### config.mk
export PLATFORM = sky130hd
export DESIGN_NAME = pwr_mode_ctrl
export DESIGN_NICKNAME = d
export VERILOG_FILES = /design/src/rtl/pmc_pkg.sv /design/src/rtl/pmc_tick_counter.sv /design/src/rtl/pmc_state_seq.sv /design/src/rtl/pmc_out_map.sv /design/src/rtl/pwr_mode_ctrl.sv
export SDC_FILE = /design/constraint.sdc
export NUM_CORES = 1
export LEC_CHECK = 0
export BUFFER_PORTS_ARGS = -buffer_cell sky130_fd_sc_hd__buf_2
export CORE_ASPECT_RATIO = 2
export CORE_MARGIN = 2
export CORE_UTILIZATION = 45
export CTS_CLUSTER_DIAMETER = 30
export DETAILED_ROUTE_END_ITERATION = 10
export GPL_TIMING_DRIVEN = 0
export PLACE_DENSITY = 0.65
export SYNTH_ARGS = -nofsm -noshare
export SYNTH_HDL_FRONTEND = slang
export SYNTH_SLANG_ARGS = --single-unit
export TNS_END_PERCENT = 1
### constraint.sdc
create_clock -name clk -period 4.2 [get_ports clk]
set_input_delay 0.42 -clock clk [delete_from_list [all_inputs] [get_ports clk]]
set_output_delay 0.42 -clock clk [all_outputs]
set_load 0.01 [all_outputs]
### src/rtl/pmc_pkg.sv
package pmc_pkg;

  typedef enum logic [2:0] {
    ST_GREEN  = 3'd0,
    ST_SWITCH = 3'd1,
    ST_NORMAL = 3'd2,
    ST_IDLE   = 3'd3,
    ST_SLEEP  = 3'd4,
    ST_SETUP  = 3'd5,
    ST_LONG   = 3'd6,
    ST_SHORT  = 3'd7
  } pm_state_e;

  typedef enum logic [1:0] {
    MODE_GREEN  = 2'b00,
    MODE_NORMAL = 2'b01,
    MODE_IDLE   = 2'b10,
    MODE_SLEEP  = 2'b11
  } pm_mode_e;

  typedef struct packed {
    logic     main_on;
    logic     sub_on;
    logic     cpu_on;
    logic     cpu_fast;
    pm_mode_e mode;
  } pm_out_t;

  // width able to hold the larger of two tick limits
  function automatic int cnt_width(int a, int b);
    int m;
    m = (a > b) ? a : b;
    return (m < 2) ? 1 : $clog2(m + 1);
  endfunction

  // true when one more tick completes a delay of 'limit' ticks
  function automatic logic last_tick(int unsigned cnt, int unsigned limit);
    return (cnt + 1) == limit;
  endfunction

  function automatic pm_state_e halt_target(logic to_idle);
    return to_idle ? ST_IDLE : ST_SLEEP;
  endfunction

  function automatic logic is_running(pm_state_e s);
    return (s == ST_GREEN) || (s == ST_SWITCH) || (s == ST_NORMAL);
  endfunction

  function automatic logic is_counting(pm_state_e s);
    return (s == ST_LONG) || (s == ST_SHORT);
  endfunction

  function automatic pm_out_t decode_state(pm_state_e s);
    pm_out_t o;
    o = '{main_on: 1'b0, sub_on: 1'b1, cpu_on: 1'b0, cpu_fast: 1'b0, mode: MODE_IDLE};
    case (s)
      ST_GREEN:  o = '{1'b0, 1'b1, 1'b1, 1'b0, MODE_GREEN};
      ST_SWITCH: o = '{1'b1, 1'b1, 1'b1, 1'b0, MODE_GREEN};
      ST_NORMAL: o = '{1'b1, 1'b1, 1'b1, 1'b1, MODE_NORMAL};
      ST_IDLE:   o = '{1'b0, 1'b1, 1'b0, 1'b0, MODE_IDLE};
      ST_SLEEP:  o = '{1'b0, 1'b0, 1'b0, 1'b0, MODE_SLEEP};
      ST_SETUP:  o = '{1'b0, 1'b1, 1'b0, 1'b0, MODE_SLEEP};
      ST_LONG:   o = '{1'b0, 1'b1, 1'b0, 1'b0, MODE_SLEEP};
      ST_SHORT:  o = '{1'b0, 1'b1, 1'b0, 1'b0, MODE_IDLE};
      default:   o = '{1'b0, 1'b1, 1'b1, 1'b0, MODE_GREEN};
    endcase
    return o;
  endfunction

endpackage

### src/rtl/pmc_tick_counter.sv
module pmc_tick_counter #(
  parameter int CW = 5
) (
  input  logic          clk,
  input  logic          rst_n,
  input  logic          clear,
  input  logic          tick,
  input  logic [CW-1:0] limit,
  output logic          last
);
  logic [CW-1:0] cnt_q;

  assign last = tick && pmc_pkg::last_tick(32'(cnt_q), 32'(limit));

  always_ff @(posedge clk) begin
    if (!rst_n)     cnt_q <= '0;
    else if (clear) cnt_q <= '0;
    else if (tick)  cnt_q <= cnt_q + 1'b1;
  end
endmodule

### src/rtl/pmc_state_seq.sv
module pmc_state_seq
  import pmc_pkg::*;
(
  input  logic      clk,
  input  logic      rst_n,
  input  logic      boot_fast,
  input  logic      sleep_req,
  input  logic      idle_sel,
  input  logic      clk_fast_sel,
  input  logic      wake_evt,
  input  logic      sub_ready,
  input  logic      main_stable,
  input  logic      long_done,
  input  logic      short_done,
  output pm_state_e state_q,
  output logic      state_moves
);
  pm_state_e state_d;

  always_comb begin
    state_d = state_q;
    case (state_q)
      ST_GREEN: begin
        if (sleep_req)         state_d = halt_target(idle_sel);
        else if (clk_fast_sel) state_d = ST_SWITCH;
      end
      ST_SWITCH: begin
        if (sleep_req)          state_d = halt_target(idle_sel);
        else if (!clk_fast_sel) state_d = ST_GREEN;
        else if (main_stable)   state_d = ST_NORMAL;
      end
      ST_NORMAL: begin
        if (sleep_req)          state_d = halt_target(idle_sel);
        else if (!clk_fast_sel) state_d = ST_GREEN;
      end
      ST_IDLE:  if (wake_evt)   state_d = ST_SHORT;
      ST_SLEEP: if (wake_evt)   state_d = ST_SETUP;
      ST_SETUP: if (sub_ready)  state_d = ST_LONG;
      ST_LONG:  if (long_done)  state_d = ST_SHORT;
      ST_SHORT: if (short_done) state_d = ST_GREEN;
      default:                  state_d = ST_GREEN;
    endcase
  end

  assign state_moves = (state_d != state_q);

  always_ff @(posedge clk) begin
    if (!rst_n) state_q <= boot_fast ? ST_NORMAL : ST_GREEN;
    else        state_q <= state_d;
  end
endmodule

### src/rtl/pmc_out_map.sv
module pmc_out_map
  import pmc_pkg::*;
(
  input  pm_state_e state,
  output logic      main_osc_en,
  output logic      sub_osc_en,
  output logic      cpu_clk_en,
  output logic      cpu_clk_main,
  output logic [1:0] mode_code
);
  pm_out_t o;

  always_comb o = decode_state(state);

  assign main_osc_en  = o.main_on;
  assign sub_osc_en   = o.sub_on;
  assign cpu_clk_en   = o.cpu_on;
  assign cpu_clk_main = o.cpu_fast;
  assign mode_code    = o.mode;
endmodule

### src/rtl/pwr_mode_ctrl.sv
module pwr_mode_ctrl
  import pmc_pkg::*;
#(
  parameter int SHORT_TICKS = 16,
  parameter int LONG_TICKS  = 590
) (
  input  logic       clk,
  input  logic       rst_n,
  input  logic       boot_fast,
  input  logic       sleep_req,
  input  logic       idle_sel,
  input  logic       clk_fast_sel,
  input  logic       wake_evt,
  input  logic       sub_tick,
  input  logic       sub_ready,
  input  logic       main_stable,
  output logic       main_osc_en,
  output logic       sub_osc_en,
  output logic       cpu_clk_en,
  output logic       cpu_clk_main,
  output logic [1:0] mode_code
);
  localparam int CW = cnt_width(SHORT_TICKS, LONG_TICKS);
  localparam logic [CW-1:0] SHORT_L = CW'(SHORT_TICKS);
  localparam logic [CW-1:0] LONG_L  = CW'(LONG_TICKS);

  pm_state_e     state;
  logic          state_moves;
  logic          count_tick;
  logic [CW-1:0] delay_limit;
  logic          delay_last;
  // named internal events
  logic          long_done;
  logic          short_done;

  assign count_tick  = sub_tick && is_counting(state);
  assign delay_limit = (state == ST_LONG) ? LONG_L : SHORT_L;
  assign long_done   = delay_last && (state == ST_LONG);
  assign short_done  = delay_last && (state == ST_SHORT);

  pmc_state_seq u_seq (
    .clk         (clk),
    .rst_n       (rst_n),
    .boot_fast   (boot_fast),
    .sleep_req   (sleep_req),
    .idle_sel    (idle_sel),
    .clk_fast_sel(clk_fast_sel),
    .wake_evt    (wake_evt),
    .sub_ready   (sub_ready),
    .main_stable (main_stable),
    .long_done   (long_done),
    .short_done  (short_done),
    .state_q     (state),
    .state_moves (state_moves)
  );

  pmc_tick_counter #(.CW(CW)) u_cnt (
    .clk  (clk),
    .rst_n(rst_n),
    .clear(state_moves),
    .tick (count_tick),
    .limit(delay_limit),
    .last (delay_last)
  );

  pmc_out_map u_map (
    .state       (state),
    .main_osc_en (main_osc_en),
    .sub_osc_en  (sub_osc_en),
    .cpu_clk_en  (cpu_clk_en),
    .cpu_clk_main(cpu_clk_main),
    .mode_code   (mode_code)
  );
endmodule

==> flow_metrics.env <==
export IMPL_max_freq_mhz=359.8
export IMPL_numCtsBuffers=3
export IMPL_r2r_start="u_seq.state_q[0]"
export IMPL_dp_final_hpwl_um=3171
export IMPL_clkSinkCount=13
export IMPL_clk_path_buf_depth=2
export IMPL_die_w_um=45.00
export IMPL_tns_ns=0
export IMPL_syn2layout_area_growth_pct=10.17
export IMPL_filler_cell_count=327
export IMPL_path_clk_slew_ns=0.06
export IMPL_hold_viol=0
export IMPL_synth_cell_types=60
export IMPL_start_util_pct=47.37
export IMPL_hp_class="in -> reg"
export IMPL_synthFlopType="dfxtp_1"
export IMPL_finalCritPeriodShare_pct=66.18
export IMPL_hold_start="boot_fast"
export IMPL_antenna_found_initial=0
export IMPL_grt_usage_pct=23.02
export IMPL_via_per_inst=6.189
export IMPL_drv_cap=0
export IMPL_grtUsageMet2_pct=42.60
export IMPL_grt_overflow=0
export IMPL_fin_cells=228
export IMPL_final_layout_size_suffix_gt1_share_pct=30.46
export IMPL_cp_required_ns=4.38
export IMPL_grt_busiest_layer="met2"
export IMPL_synth_edf_count=0
export IMPL_dp_cells=224
export IMPL_port_buffers=14
export IMPL_grtUsageMet3_pct=2.316
export IMPL_critPathLaunchType="register"
export IMPL_die_h_um=86.00
export IMPL_syn_nets=195
export IMPL_ys_warn_count=0
export IMPL_r2r_slack_ns=1.42
export IMPL_ios=16
export IMPL_crit_fanout=10
export IMPL_totalWireLength_um=4029
export IMPL_use_met1_pct=21.82
export IMPL_r2r_cells=10
export IMPL_cp_end_kind="register"
export IMPL_slew_violations=0
export IMPL_insertion_delay_ns=0.24
export IMPL_synth_area_per_cell_um2=8.451
export IMPL_setup_viol=0
export IMPL_drt_first_iter_violations=28
export IMPL_n_antenna_cell=0
export IMPL_cts_root_buf="clkbuf_8"
export IMPL_rr_endpoint="u_cnt.cnt_q[1]"
export IMPL_ys_ff_latch=13
export IMPL_fin_skew_ns=0.0006907
export IMPL_detail_route_antenna_nets=0
export IMPL_drt_pass1_iterations=4
export IMPL_worst_slew_pin_slew_ns=0.5836
export IMPL_fin_crit_ns=2.780
export IMPL_core_mm2=0.003193
export IMPL_utilization_pct=52.19
export IMPL_crit_type="reg -> reg"
export IMPL_hold_path_depth=3
export IMPL_cts_tree="yes"
export IMPL_rsz0062_at_grt="false"
export IMPL_yosysSeqAreaShare_pct=17.20
export IMPL_grt_pass1_wl_um=6720
export IMPL_die_area_mm2=0.003869
export IMPL_slew_headroom_pct=60.99
export IMPL_routabilityCongestion=0.8903
export IMPL_grt_max_degree=11
export IMPL_drc=0
export IMPL_num_rows=29
export IMPL_h_tree_depth=1
export IMPL_power_mw=1.007
export IMPL_syn_inst=179
export IMPL_netlist_area_mm2=0.001513
export IMPL_grt_pass1_vias=1475
export IMPL_status="finished, final reports clean"
export IMPL_p_leak_nw=0.6196
export IMPL_postSynth_asyncResetShare_pct=0
export IMPL_vias=1411
export IMPL_power_density_mw_per_mm2=604.5
export IMPL_vdd_drop_max_v=0.0002540
export IMPL_cts_resized=0
export IMPL_fin_area_mm2=0.001667
export IMPL_cts_hold_buf=0
export IMPL_post_cts_setup_buffers=0
export IMPL_placed_area_mm2=0.001622
export IMPL_nets=214
export IMPL_wl_per_cell_um=17.67
export IMPL_holdPathEnd="u_seq.state_q[1]"
export IMPL_cp_data_arrival_time_ns=2.96
synth_stat cells, drive strengths merged, types with 2 or more instances:
library cell | n | area (µm²)
clkbuf | 4 | 55.05
nand2 | 13 | 56.30
a2111oi | 3 | 30.03
nor4 | 2 | 12.51
o211ai | 2 | 15.01
xnor2 | 7 | 61.31
inv | 4 | 15.01
o21a | 3 | 23.77
mux2i | 5 | 50.05
o2111ai | 2 | 23.77
and3 | 2 | 15.01
nor2b | 5 | 31.28
dfxtp | 13 | 260.3
xor2 | 7 | 61.31
nand4 | 5 | 37.53
a21oi | 10 | 57.56
nor2 | 14 | 67.57
or2 | 3 | 18.77
o21ai | 11 | 58.81
ha | 6 | 75.07
nand3 | 12 | 65.06
nand4b | 2 | 32.53
o31ai | 3 | 27.52
a211oi | 2 | 20.02
buf | 8 | 70.06
nor3 | 8 | 40.04
nand2b | 5 | 53.80
a21o | 2 | 17.52
a211o | 2 | 26.28
per-stage QoR:
| step | setup WS [ns] | hold WS, ns |
|---|---|---|
| detailed placement | 1.472 | 0.5228 |
| global placement | 1.502 | 0.5135 |
| CTS | 1.448 | 0.3992 |
| finish | 1.420 | 0.3963 |
| floorplan | 1.866 | 0.4864 |
| global route | 1.316 | 0.4069 |
critical path, stage by stage (launching register included):
cell	delay, ns
dfxtp_1	0.40
clkbuf_8	0.21
inv_1	0.10
ha_1	0.33
or3_4	0.44
a21oi_1	0.33
nand2_1	0.10
nand3_1	0.15
nand4b_4	0.15
a211o_4	0.40
a21oi_2	0.11
routing by layer:
metal	vias up	share of wire, %	wire length, µm
met5	-	0	0
li1	690	-	-
met3	12	2.0	80
met2	30	58	2326
met1	679	36	1449
met4	0	4.3	172
registers in the layout, indices dropped and copies added, names as in the netlist:
| name | cells |
|---|---|
| u_cnt.cnt_q | 10 |
| u_seq.state_q | 3 |
cells by family after synthesis:
family	after synthesis	synth area share [%]
AND/OR/NAND/NOR	78	33.17
buffers and inverters	16	9.263
AO/OA/AOI/OAI	46	23.33
multiplexers	5	3.309
adder cells (fa/ha/maj)	7	5.624
XOR/XNOR	14	8.106
flip-flops	13	17.20
final cells by class:
class / count / area, µm² / area share (%)
flip-flops and latches: 13 / 260.3 / 15.62
inverters: 4 / 15.01 / 0.9009
clock buffers: 4 / 45.04 / 2.703
plain buffers: 12 / 125.1 / 7.508
repair buffers: 14 / 70.07 / 4.204
multi-input cells: 150 / 1112 / 66.74
well taps: 31 / 38.79 / 2.327
power breakdown:
group | switching [mW] | leakage (nW) | internal, mW
logic | 0.429 | 0.491 | 0.314
registers | 0.0134 | 0.105 | 0.138
clock network | 0.0462 | 0.0228 | 0.0671
total | 0.488 | 0.620 | 0.519
layout by cell type, fill, tap and decap left out, drive strengths merged, types with 3 or more instances in the layout:
master,instances
xor2,7
nand3,12
o31ai,3
o21a,3
nor3,8
inv,4
nor2,14
a2111oi,3
a21oi,10
mux2i,5
ha,6
xnor2,7
nand2b,5
or2,3
nor2b,5
clkbuf,8
dfxtp,13
o21ai,11
nand2,13
buf,22
nand4,5
how the worst max path moves through the flow:
stage	depth (start not counted)	to	slack, ns	from
global placement	10	u_cnt.cnt_q[1]	1.50	u_seq.state_q[0]
CTS	10	u_cnt.cnt_q[1]	1.45	u_seq.state_q[0]
global route	9	u_cnt.cnt_q[3]	1.32	u_seq.state_q[0]
detailed placement	10	u_cnt.cnt_q[1]	1.47	u_seq.state_q[0]
finish	10	u_cnt.cnt_q[1]	1.42	u_seq.state_q[0]
floorplan	10	u_cnt.cnt_q[1]	1.87	u_seq.state_q[0]
Power figures use the tool's default switching activity.
